## src/rtl/dct_bank_timer.sv

```systemverilog
module dct_bank_timer #(
  parameter int TW     = 8,
  parameter int NRC    = 15,
  parameter int NRCD   = 4,
  parameter int NRAS   = 11,
  parameter int NRP    = 4,
  parameter int NRPA   = 5,
  parameter int RD2PRE = 2,
  parameter int WR2PRE = 9
) (
  input  logic clk,
  input  logic rst_n,
  input  logic act_i,
  input  logic rd_i,
  input  logic wr_i,
  input  logic pre_i,
  input  logic prea_i,
  input  logic ap_i,
  output logic open_o,
  output logic rc_busy_o,
  output logic rp_busy_o,
  output logic rcd_busy_o,
  output logic ras_busy_o,
  output logic rtp_busy_o,
  output logic wr_busy_o
);
  // each timer holds the clocks still to wait before its command is legal
  logic [TW-1:0] rc_t, rp_t, rcd_t, ras_t, rtp_t, wr_t;
  logic          open_q;

  function automatic logic [TW-1:0] dec(input logic [TW-1:0] x);
    return (x == '0) ? x : x - TW'(1);
  endfunction

  function automatic logic [TW-1:0] tmax(input logic [TW-1:0] a, input logic [TW-1:0] b);
    return (a > b) ? a : b;
  endfunction

  always_ff @(posedge clk or negedge rst_n) begin
    if (!rst_n) begin
      open_q <= 1'b0;
      rc_t   <= '0;
      rp_t   <= '0;
      rcd_t  <= '0;
      ras_t  <= '0;
      rtp_t  <= '0;
      wr_t   <= '0;
    end else begin
      rc_t  <= dec(rc_t);
      rp_t  <= dec(rp_t);
      rcd_t <= dec(rcd_t);
      ras_t <= dec(ras_t);
      rtp_t <= dec(rtp_t);
      wr_t  <= dec(wr_t);
      if (act_i) begin
        open_q <= 1'b1;
        rc_t   <= TW'(NRC - 1);
        rcd_t  <= TW'(NRCD - 1);
        ras_t  <= TW'(NRAS - 1);
      end
      if (rd_i) begin
        rtp_t <= tmax(dec(rtp_t), TW'(RD2PRE - 1));
        if (ap_i) begin
          open_q <= 1'b0;
          rp_t   <= tmax(dec(rp_t), tmax(TW'(RD2PRE), ras_t) + TW'(NRP - 1));
        end
      end
      if (wr_i) begin
        wr_t <= tmax(dec(wr_t), TW'(WR2PRE - 1));
        if (ap_i) begin
          open_q <= 1'b0;
          rp_t   <= tmax(dec(rp_t), tmax(TW'(WR2PRE), ras_t) + TW'(NRP - 1));
        end
      end
      if (pre_i) begin
        open_q <= 1'b0;
        rp_t   <= tmax(dec(rp_t), TW'(NRP - 1));
      end
      if (prea_i) begin
        open_q <= 1'b0;
        rp_t   <= tmax(dec(rp_t), TW'(NRPA - 1));
      end
    end
  end

  assign open_o     = open_q;
  assign rc_busy_o  = (rc_t  != '0);
  assign rp_busy_o  = (rp_t  != '0);
  assign rcd_busy_o = (rcd_t != '0);
  assign ras_busy_o = (ras_t != '0);
  assign rtp_busy_o = (rtp_t != '0);
  assign wr_busy_o  = (wr_t  != '0);
endmodule

```

## config.mk

```make
export PLATFORM = sky130hd
export DESIGN_NAME = dct_bank_timer
export DESIGN_NICKNAME = d
export VERILOG_FILES = /design/src/rtl/dct_bank_timer.sv
export SDC_FILE = /design/constraint.sdc
export NUM_CORES = 1
export LEC_CHECK = 0
export ABC_AREA = 1
export BUFFER_PORTS_ARGS = -buffer_cell sky130_fd_sc_hd__buf_2
export CORE_UTILIZATION = 70
export CTS_BUF_LIST = sky130_fd_sc_hd__clkbuf_2 sky130_fd_sc_hd__clkbuf_4 sky130_fd_sc_hd__clkbuf_8
export DETAILED_ROUTE_END_ITERATION = 16
export PLACE_DENSITY = 0.89
export SLEW_MARGIN = 20
export SYNTH_ARGS = -nofsm -noshare
export SYNTH_HDL_FRONTEND = slang
export SYNTH_SLANG_ARGS = --single-unit
```

## constraint.sdc

```tcl
create_clock -name clk -period 5.55 [get_ports clk]
set_input_delay 0.555 -clock clk [delete_from_list [all_inputs] [get_ports clk]]
set_output_delay 0.555 -clock clk [all_outputs]
set_load 0.005 [all_outputs]
```

Word-level counts from Yosys, hierarchy flattened
Index checks and enable logic that the tools add are counted.
- bits in registers: 49
- bits of input ports: 8
- output and inout port bits: 7
- word-level logic and storage cells: 70
- $add $sub $neg: 8
- $lt $le $gt $ge: 8
- eq/ne operators: 3
- mux-type cells: 32
- reductions and logical operators: 12
- operators with widths (kind ; count):
    $mux W8 ; 25
    $logic_not A8 Y1 ; 6
    $reduce_bool A8 Y1 ; 6
    $sub A8 B1 Y8 const B ; 6
    $add A8 B2 Y8 const B ; 2
    $gt A8 B8 Y1 ; 2
    $gt A2 B8 Y1 const A ; 1
    $gt A4 B8 Y1 const A ; 1
    $gt A8 B1 Y1 const B ; 1
    $gt A8 B2 Y1 const B ; 1
    $gt A8 B3 Y1 const B ; 1
    $gt A8 B4 Y1 const B ; 1
    $mux W1 ; 7
    $ne A2 B2 Y1 const B ; 3

Logic depth before layout (Yosys ltp)
Gate-level depths: netlist (run 1).
- depth in word-level cells: 11
- mapped depth: 24
- mapped depth without buffers: 23

Least setup slack after synthesis (run 1)
No wires, ideal clock.
- path type: reg2reg
- start point: register ras_t[4]
- end point: register rp_t[6]
- setup time: 0.063 ns
- arrival: 2.747 ns
- required time: 5.487 ns
- slack: 2.740 ns
- stages on the path, launching flop included: 23
- path buffers: 1
- period minus slack after synthesis: 2.810 ns
- cell sequence: dfrtp_1 > buf_4 > nor2_4 > inv_2 > nor2_4 > a21oi_1 > ha_1 > inv_1 > nand3_1 > nor2_1 > xor2_1 > inv_1 > ha_1 > nand2_1 > nor2_1 > nand4_1 > nand2_1 > nand2_1 > o21ai_1 > nand2_1 > nand2_1 > nand2_1 > inv_1
- cells in the longest elaborated chain, start to end: 11
- elaborated cells between the ends (all ways): 16
- those cells by class: 2 x add/sub; 4 x order compare; 10 x mux
- ends and longest elaborated chain (what ; RTL line ; source):
    from (decl) ; 28 ; logic [TW-1:0] rc_t, rp_t, rcd_t, ras_t, rtp_t, wr_t;
    from (signal assigned) ; 52 ; ras_t <= dec(ras_t);
    from (signal assigned) ; 59 ; ras_t <= TW'(NRAS - 1);
    $gt A2 B8 Y1 ; 36 ; return (a > b) ? a : b;
    $mux W8 ; 36 ;
    $add A8 B2 Y8 ; 65 ; rp_t <= tmax(dec(rp_t), tmax(TW'(RD2PRE), ras_t) + TW'(NRP - 1));
    $gt A8 B8 Y1 ; 36 ;
    $mux W8 ; 36 ;
    $mux W8 ; 63 ; if (ap_i) begin
    $mux W8 ; 61 ; if (rd_i) begin
    $mux W8 ; 70 ; if (ap_i) begin
    $mux W8 (*) ; 68 ; if (wr_i) begin
    $mux W8 (*) ; 75 ; if (pre_i) begin
    $mux W8 (*) ; 79 ; if (prea_i) begin
    to (signal assigned) ; 72 ; rp_t <= tmax(dec(rp_t), tmax(TW'(WR2PRE), ras_t) + TW'(NRP - 1));
    to (signal assigned) ; 77 ; rp_t <= tmax(dec(rp_t), TW'(NRP - 1));
    to (signal assigned) ; 81 ; rp_t <= tmax(dec(rp_t), TW'(NRPA - 1));
    to (decl) ; 28 ;
Mark *: on every way between the ends. The rest lies on a longest branch, timed or not.
A chain may end at the register's enable or synchronous reset.

Final worst setup path (run 1)
Same ends and word-level chain as after synthesis.

==> results of run 1 <==
[flip-flops by register name, indices dropped and copies added, names as in the netlist]
signal  cells
rtp_t       8
rc_t        8
ras_t       8
wr_t        8
rcd_t       8
rp_t        8
open_o      1
[worst paths after layout]
path | to
setup / recovery | rp_t[6]
hold / removal | rc_t[2]
setup reg to reg | rp_t[6]
hold reg to reg | rcd_t[2]
max in group asynchronous | rtp_t[0]
min in group clk | rcd_t[2]
[where the power goes]
group / switching (mW) / internal (mW) / total (mW)
combinational: 0.649 / 0.355 / 1.00
sequential: 0.0999 / 0.461 / 0.561
clock: 0.134 / 0.0945 / 0.229
[through the flow]
| step | hold WS (ns) | utilization (%) | area (sq um) |
|---|---|---|---|
| finish | 0.244 | 78.1 | 4040 |
| global route | 0.283 | 78.1 | 4040 |
| CTS | 0.458 | 78.1 | 4040 |
| detailed placement | 0.488 | 76.2 | 3940 |
| global placement | 0.475 | 76.2 | 3940 |
| floorplan | 0.259 | - | 3800 |
[routing by layer]
layer | up-vias | track usage, % | part of all wire (%)
met5 | - | 0 | 0
met4 | 0 | 14.4 | 3.5
met3 | 26 | 5.29 | 3.9
met2 | 89 | 53.2 | 49
met1 | 1576 | 34.1 | 43
li1 | 1734 | - | -
[cells in the mapped netlist, drive strengths merged, types with 2 or more instances]
master  instances
nand4          10
a211oi          2
clkbuf          2
dfrtp          49
nor4            2
nand3          52
o21a            2
o21ai          32
nor3           10
or2             4
nor2           53
nand2         130
clkinv          2
a21oi          32
inv            95
ha             30
xor2           14
[kinds of logic after synthesis]
| family | count (synthesis) |
|---|---|
| AOI/OAI and AO/OA | 73 |
| buffers and inverters | 100 |
| DFF | 49 |
| and+or+nand+nor | 263 |
| xor gates and xnor gates | 15 |
| adders and majority gates | 30 |
[layout make-up]
| cell class | instances | share of cell area, % |
|---|---|---|
| clock buffers | 5 | 1.70 |
| clock inverters | 3 | 0.712 |
| inverters | 97 | 9.14 |
| multi-input cells | 381 | 54.1 |
| flip-flops and latches | 49 | 30.4 |
| well taps | 70 | 2.17 |
| repair buffers | 14 | 1.80 |
[worst register-to-register path: stages (launching register included)]
cell and delay [ns]:
dfrtp_1 0.51, nor2_4 0.19, inv_2 0.07, nor2_4 0.14, a21oi_1 0.14, ha_1 0.22
inv_1 0.07, nand3_1 0.10, nor2_1 0.13, xor2_1 0.24, inv_1 0.07, ha_1 0.28
nand2_1 0.07, nor2_1 0.18, nand4_1 0.16, nand2_1 0.26, nand2_1 0.13, o21ai_1 0.10
nand2_1 0.11, nand2_1 0.09, nand2_1 0.05, inv_1 0.04
==> impl_metrics.csv, run 1 <==
group,metric,value,unit
floorplanning,core_area,0.00517,sq mm
clock_network,cts_tree,"built",
drt,vias,3425,
power_and_ir_drop,p_per_area,444,mW/mm^2
timing,setup_tns,0,ns
final_layout,n_antenna_cell,0,
synth,netlist.area_leader.share,32.3,%
worst_setup_path,startpoint_type,"flip-flop",
timing,tightestPinTransition,0.592,ns
worst_setup_path,critPathKind,"reg -> reg",
grt,grtUsageTotal,29.6,%
synth,ys_ff_latch,49,
worst_setup_path,r2r_start,"ras_t[4]",
grt,overflow,0,
worst_setup_path,path_cells,"nor2_4 > inv_2 > nor2_4 > a21oi_1 > ha_1 > inv_1 > nand3_1 > nor2_1 > xor2_1 > inv_1 > ha_1 > nand2_1 > nor2_1 > nand4_1 > nand2_1 > nand2_1 > o21ai_1 > nand2_1 > nand2_1 > nand2_1 > inv_1",
timing,finalCritPeriodShare,61.1,%
grt,grt_pass1_vias,3193,
grt,grt_start_max_net_pins,50,
placed_design,io_buffers,14,
outcome,status,"finished clean",
drt,routed_wl,7760,um
clock_network,cts_setup_buffers,0,
timing,rsz0062_at_grt,"false",
timing,min_period,3.39,ns
final_layout,layout.cells.non_filler,619,
synth,synth_flop_cell,"dfrtp_1",
synth,synth_edf_count,0,
synth,synth_xor_xnor_area_share,3.66,%
synth,synth_compound_area_share,10.3,%
final_layout,ff_latch_area,0.00123,sq mm
floorplanning,die_h,75.7,um
drt,viasPerCell,5.53,
synth,synthDistinctLibCells,41,
power_and_ir_drop,ir_drop,0.230,mV
timing,clock_skew,0.00565,ns
timing,finalHoldViolations,0,
worst_setup_path,worst-endpoint-arrival,3.65,ns
synth,synth_fp_nets,568,
placed_design,dp_cells,611,
worst_setup_path,cp_top_family,"simple AND/OR/NAND/NOR gates",
clock_network,clk_latency,0.31,ns
clock_network,cts-buffers-inserted,5,
drt,drc_errors,0,
drt,drt.antenna.violating_nets,0,
floorplanning,dieWidth,75.7,um
synth,synth_cells,530,
worst_setup_path,worst-path-stages,21,
timing,relSlewSlack,60.5,%
power_and_ir_drop,p_leak,2.13,nW
final_layout,final_cell_mix,"nand2_1 (125), inv_1 (80), dfrtp_1 (49)",
drt,dr.pass1.iters,5,
worst_setup_path,slowest_delay,0.51,ns
synth,yosysSeqAreaShare,32.3,%
flow_run,max_cap_violations,0,
synth,ys_warn_count,0,
worst_setup_path,crit_required,5.81,ns
synth,synth_area_leaders,"dfrtp_1 (32%), nand2_1 (12%), ha_1 (9.9%)",
synth,synthMuxAreaShare,0,%
synth,synth.avg_cell_area,7.16,sq um
grt,grt_pass1_wl,12800,um
clock_network,root_buffer,"clkbuf_8",
synth,synth-adder-area-share,9.88,%
worst_setup_path,worstPathMaxFanout,8,
synth,synth_top_family_by_area,"simple AND/OR/NAND/NOR gates",
placed_design,dpl.hpwl,5970,um
clock_network,ctsHoldBuffers,0,
worst_setup_path,r2r_slack,2.16,ns
timing,setup_slack,2.16,ns
floorplanning,pin_count,15,
min_path,hold_path.class,"in -> async",
placed_design,place_congestion,0.974,
synth,yosysTopAreaCell,"dfrtp_1",
clock_network,clk_pin_slew_worst_paths,0.10,ns
timing,maxSlewViolCount,0,
worst_setup_path,crit_buf_inv,4,
clock_network,clk_path_buf_depth,2,
placed_design,pre_cts_ws,2.28,ns
worst_setup_path,cp_slowest_cell,"dfrtp_1",
clock_network,cts_resized,0,
timing,finalSetupViolCount,0,
grt,antenna_found_initial,0,
synth,synth_simple_gate_area_share,33.8,%
clock_network,cts_sinks,49,
drt,wl_per_cell,12.5,um
floorplanning,start_util,73.4,%
final_layout,area_delta_synth_final,6.39,%
final_layout,drive_above_1_share,12.9,%
final_layout,layout_commonest_cell,"nand2_1",
final_layout,finalNetCount,586,
timing,fmax,295,MHz
synth,syn_area,0.00380,sq mm
worst_setup_path,reg2regPathDepth,21,
final_layout,fillers,394,
worst_setup_path,cp-end-kind,"flip-flop",
floorplanning,rows,26,
worst_setup_path,cpMostUsedCell,"nand2_1",
power_and_ir_drop,finalPower,1.79,mW
worst_setup_path,crit_start,"ras_t[4]",
synth,synthArstFlopShare,100,%
final_layout,multi_input_area,0.00219,sq mm
floorplanning,dieArea,0.00572,sq mm
drt,dr.first_iter.drc_count,166,
clock_network,h-tree-depth,2,
No activity file was read; power rests on OpenSTA's default activity.
==> run 2: changes to the inputs <==
--- a/config.mk
+++ b/config.mk
@@ -7,10 +7,10 @@
 export LEC_CHECK = 0
 export ABC_AREA = 1
 export BUFFER_PORTS_ARGS = -buffer_cell sky130_fd_sc_hd__buf_2
-export CORE_UTILIZATION = 70
+export CORE_UTILIZATION = 58
 export CTS_BUF_LIST = sky130_fd_sc_hd__clkbuf_2 sky130_fd_sc_hd__clkbuf_4 sky130_fd_sc_hd__clkbuf_8
 export DETAILED_ROUTE_END_ITERATION = 16
-export PLACE_DENSITY = 0.89
+export PLACE_DENSITY = 0.79
 export SLEW_MARGIN = 20
 export SYNTH_ARGS = -nofsm -noshare
 export SYNTH_HDL_FRONTEND = slang
==> constraint.sdc (replaced) <==
create_clock -name clk -period 3.07 [get_ports clk]
set_input_delay 0.307 -clock clk [delete_from_list [all_inputs] [get_ports clk]]
set_output_delay 0.307 -clock clk [all_outputs]
set_load 0.005 [all_outputs]
==> run 2 against run 1 <==
Against the previous run: the flow now finishes with violations (hold timing); worst setup slack lost 2.1 ns; worst hold slack got worse by 0.25 ns; clock power rose by 120%; sequential share of layout area down 1.8 points; fmax is 14% higher; first-iteration DRC count rose by 22%; largest cell class unchanged.
==> impl_metrics.csv, run 2 (same netlist as run 1, synthesis figures left out) <==
group,metric,value,unit
worst_setup_path,cp-end-kind,"flip-flop",
placed_design,dp_cells,625,
grt,grt_start_max_net_pins,50,
final_layout,area_delta_synth_final,13.3,%
final_layout,n_antenna_cell,0,
final_layout,layout.cells.non_filler,644,
power_and_ir_drop,ir_drop,0.443,mV
clock_network,clk_path_buf_depth,2,
floorplanning,pin_count,15,
min_path,hold_path.class,"in -> async",
clock_network,clk_pin_slew_worst_paths,0.10,ns
placed_design,pre_cts_ws,-0.0323,ns
grt,antenna_found_initial,0,
floorplanning,core_area,0.00635,sq mm
drt,routed_wl,8030,um
floorplanning,rows,29,
clock_network,h-tree-depth,2,
final_layout,layout_commonest_cell,"nand2_1",
floorplanning,start_util,59.8,%
timing,finalCritPeriodShare,96.9,%
final_layout,finalNetCount,604,
power_and_ir_drop,p_per_area,810,mW/mm^2
floorplanning,dieWidth,82.9,um
worst_setup_path,crit_start,"ras_t[5]",
placed_design,dpl.hpwl,6030,um
timing,tightestPinTransition,0.615,ns
worst_setup_path,startpoint_type,"flip-flop",
final_layout,fillers,526,
timing,setup_tns,0,ns
floorplanning,dieArea,0.00687,sq mm
final_layout,drive_above_1_share,19.2,%
worst_setup_path,r2r_slack,0.1,ns
outcome,violations,"hold timing",
drt,drt.antenna.violating_nets,0,
drt,drc_errors,0,
worst_setup_path,reg2regPathDepth,20,
worst_setup_path,r2r_start,"ras_t[5]",
grt,grt_pass1_wl,13600,um
clock_network,ctsHoldBuffers,0,
timing,maxSlewViolCount,0,
drt,vias,3432,
drt,dr.pass1.iters,7,
timing,min_period,2.97,ns
timing,setup_slack,0.0965,ns
timing,holdWs,-0.00546,ns
worst_setup_path,crit_required,3.27,ns
power_and_ir_drop,p_leak,2.24,nW
outcome,status,"finished, violations left",
floorplanning,die_h,82.9,um
placed_design,place_congestion,0.877,
worst_setup_path,worst-endpoint-arrival,3.18,ns
drt,wl_per_cell,12.5,um
grt,grt_pass1_vias,3319,
placed_design,io_buffers,14,
worst_setup_path,regToRegEndpoint,"rp_t[0]",
clock_network,clk_latency,0.31,ns
grt,grtUsageTotal,23.9,%
worst_setup_path,worstPathMaxFanout,5,
drt,viasPerCell,5.33,
clock_network,cts_tree,"built",
drt,dr.first_iter.drc_count,203,
timing,finalSetupViolCount,0,
worst_setup_path,critPathKind,"reg -> reg",
clock_network,cts-buffers-inserted,5,
clock_network,root_buffer,"clkbuf_8",
timing,relSlewSlack,59.0,%
timing,clock_skew,0.00532,ns
timing,fmax,336,MHz
final_layout,final_cell_mix,"nand2_1 (118), inv_1 (79), dfrtp_1 (47)",
grt,overflow,0,
flow_run,max_cap_violations,0,
timing,finalHoldViolations,4,
clock_network,cts_sinks,49,
-- run 2: critical path: stages (launching register included) --
cell	delay (ns)
dfrtp_1	0.43
nor2_4	0.15
inv_2	0.07
nor2_4	0.19
a21oi_4	0.09
ha_4	0.17
inv_2	0.07
nand3_4	0.08
nor2_4	0.12
xor2_2	0.17
inv_1	0.06
ha_1	0.27
nand2_1	0.08
o21a_1	0.21
nand2_1	0.14
nand2_2	0.12
buf_4	0.15
nand2_1	0.06
nand3_1	0.08
nand3_1	0.10
nand3_1	0.07
-- run 2: what timing repair did --
action	in CTS	in global routing
pin swaps	1	8
gates resized for setup	1	27
hold endpoints to repair	0	0
endpoints found under the setup margin	4	8
buffers inserted	3	8
-- run 2: per-layer routing --
| metal | part of all wire [%] | track usage [%] | wire, um |
|---|---|---|---|
| met3 | 3.2 | 3.38 | 255 |
| met1 | 44 | 29.1 | 3560 |
| met5 | 0 | 0 | 0 |
| met4 | 3.7 | 10.8 | 294 |
| met2 | 49 | 41.9 | 3930 |
-- run 2: worst max path at each step --
stage | endpoint | slack (ns)
after CTS | rp_t[4] | 0.03
after detailed placement | rp_t[4] | -0.03
after global routing | rp_t[6] | -0.09
after global placement | rp_t[6] | 0.13
after floorplan | rp_t[6] | 0.26
final | rp_t[0] | 0.1
-- run 2: through the flow --
stage | power, mW | cell area, sq um | hold slack [ns] | util (%)
floorplan | 2.41 | 3800 | 0.0114 | -
CTS | 3.38 | 4150 | 0.225 | 65.3
global placement | 2.73 | 4000 | 0.475 | 63.0
finish | 3.48 | 4300 | -0.00546 | 67.8
detailed placement | 2.83 | 4000 | 0.484 | 63.0
global route | 3.82 | 4300 | 0.0516 | 67.8
-- run 2: where the power goes --
part	switching (mW)	internal [mW]	total (mW)	leakage [nW]
combinational	1.24	0.749	1.99	1.58
clock	0.243	0.250	0.493	0.0603
sequential	0.169	0.835	1.00	0.596
total	1.65	1.83	3.48	2.24
-- run 2: layout make-up --
class / count / area (sq um) / area share (%)
Clock inverter: 3 / 50.0 / 1.16
Multi-Input combinational cell: 381 / 2280 / 53.0
Tap cell: 77 / 96.3 / 2.24
Clock buffer: 5 / 68.8 / 1.60
Timing Repair Buffer: 32 / 211 / 4.91
Inverter: 97 / 369 / 8.58
Sequential cell: 49 / 1230 / 28.6
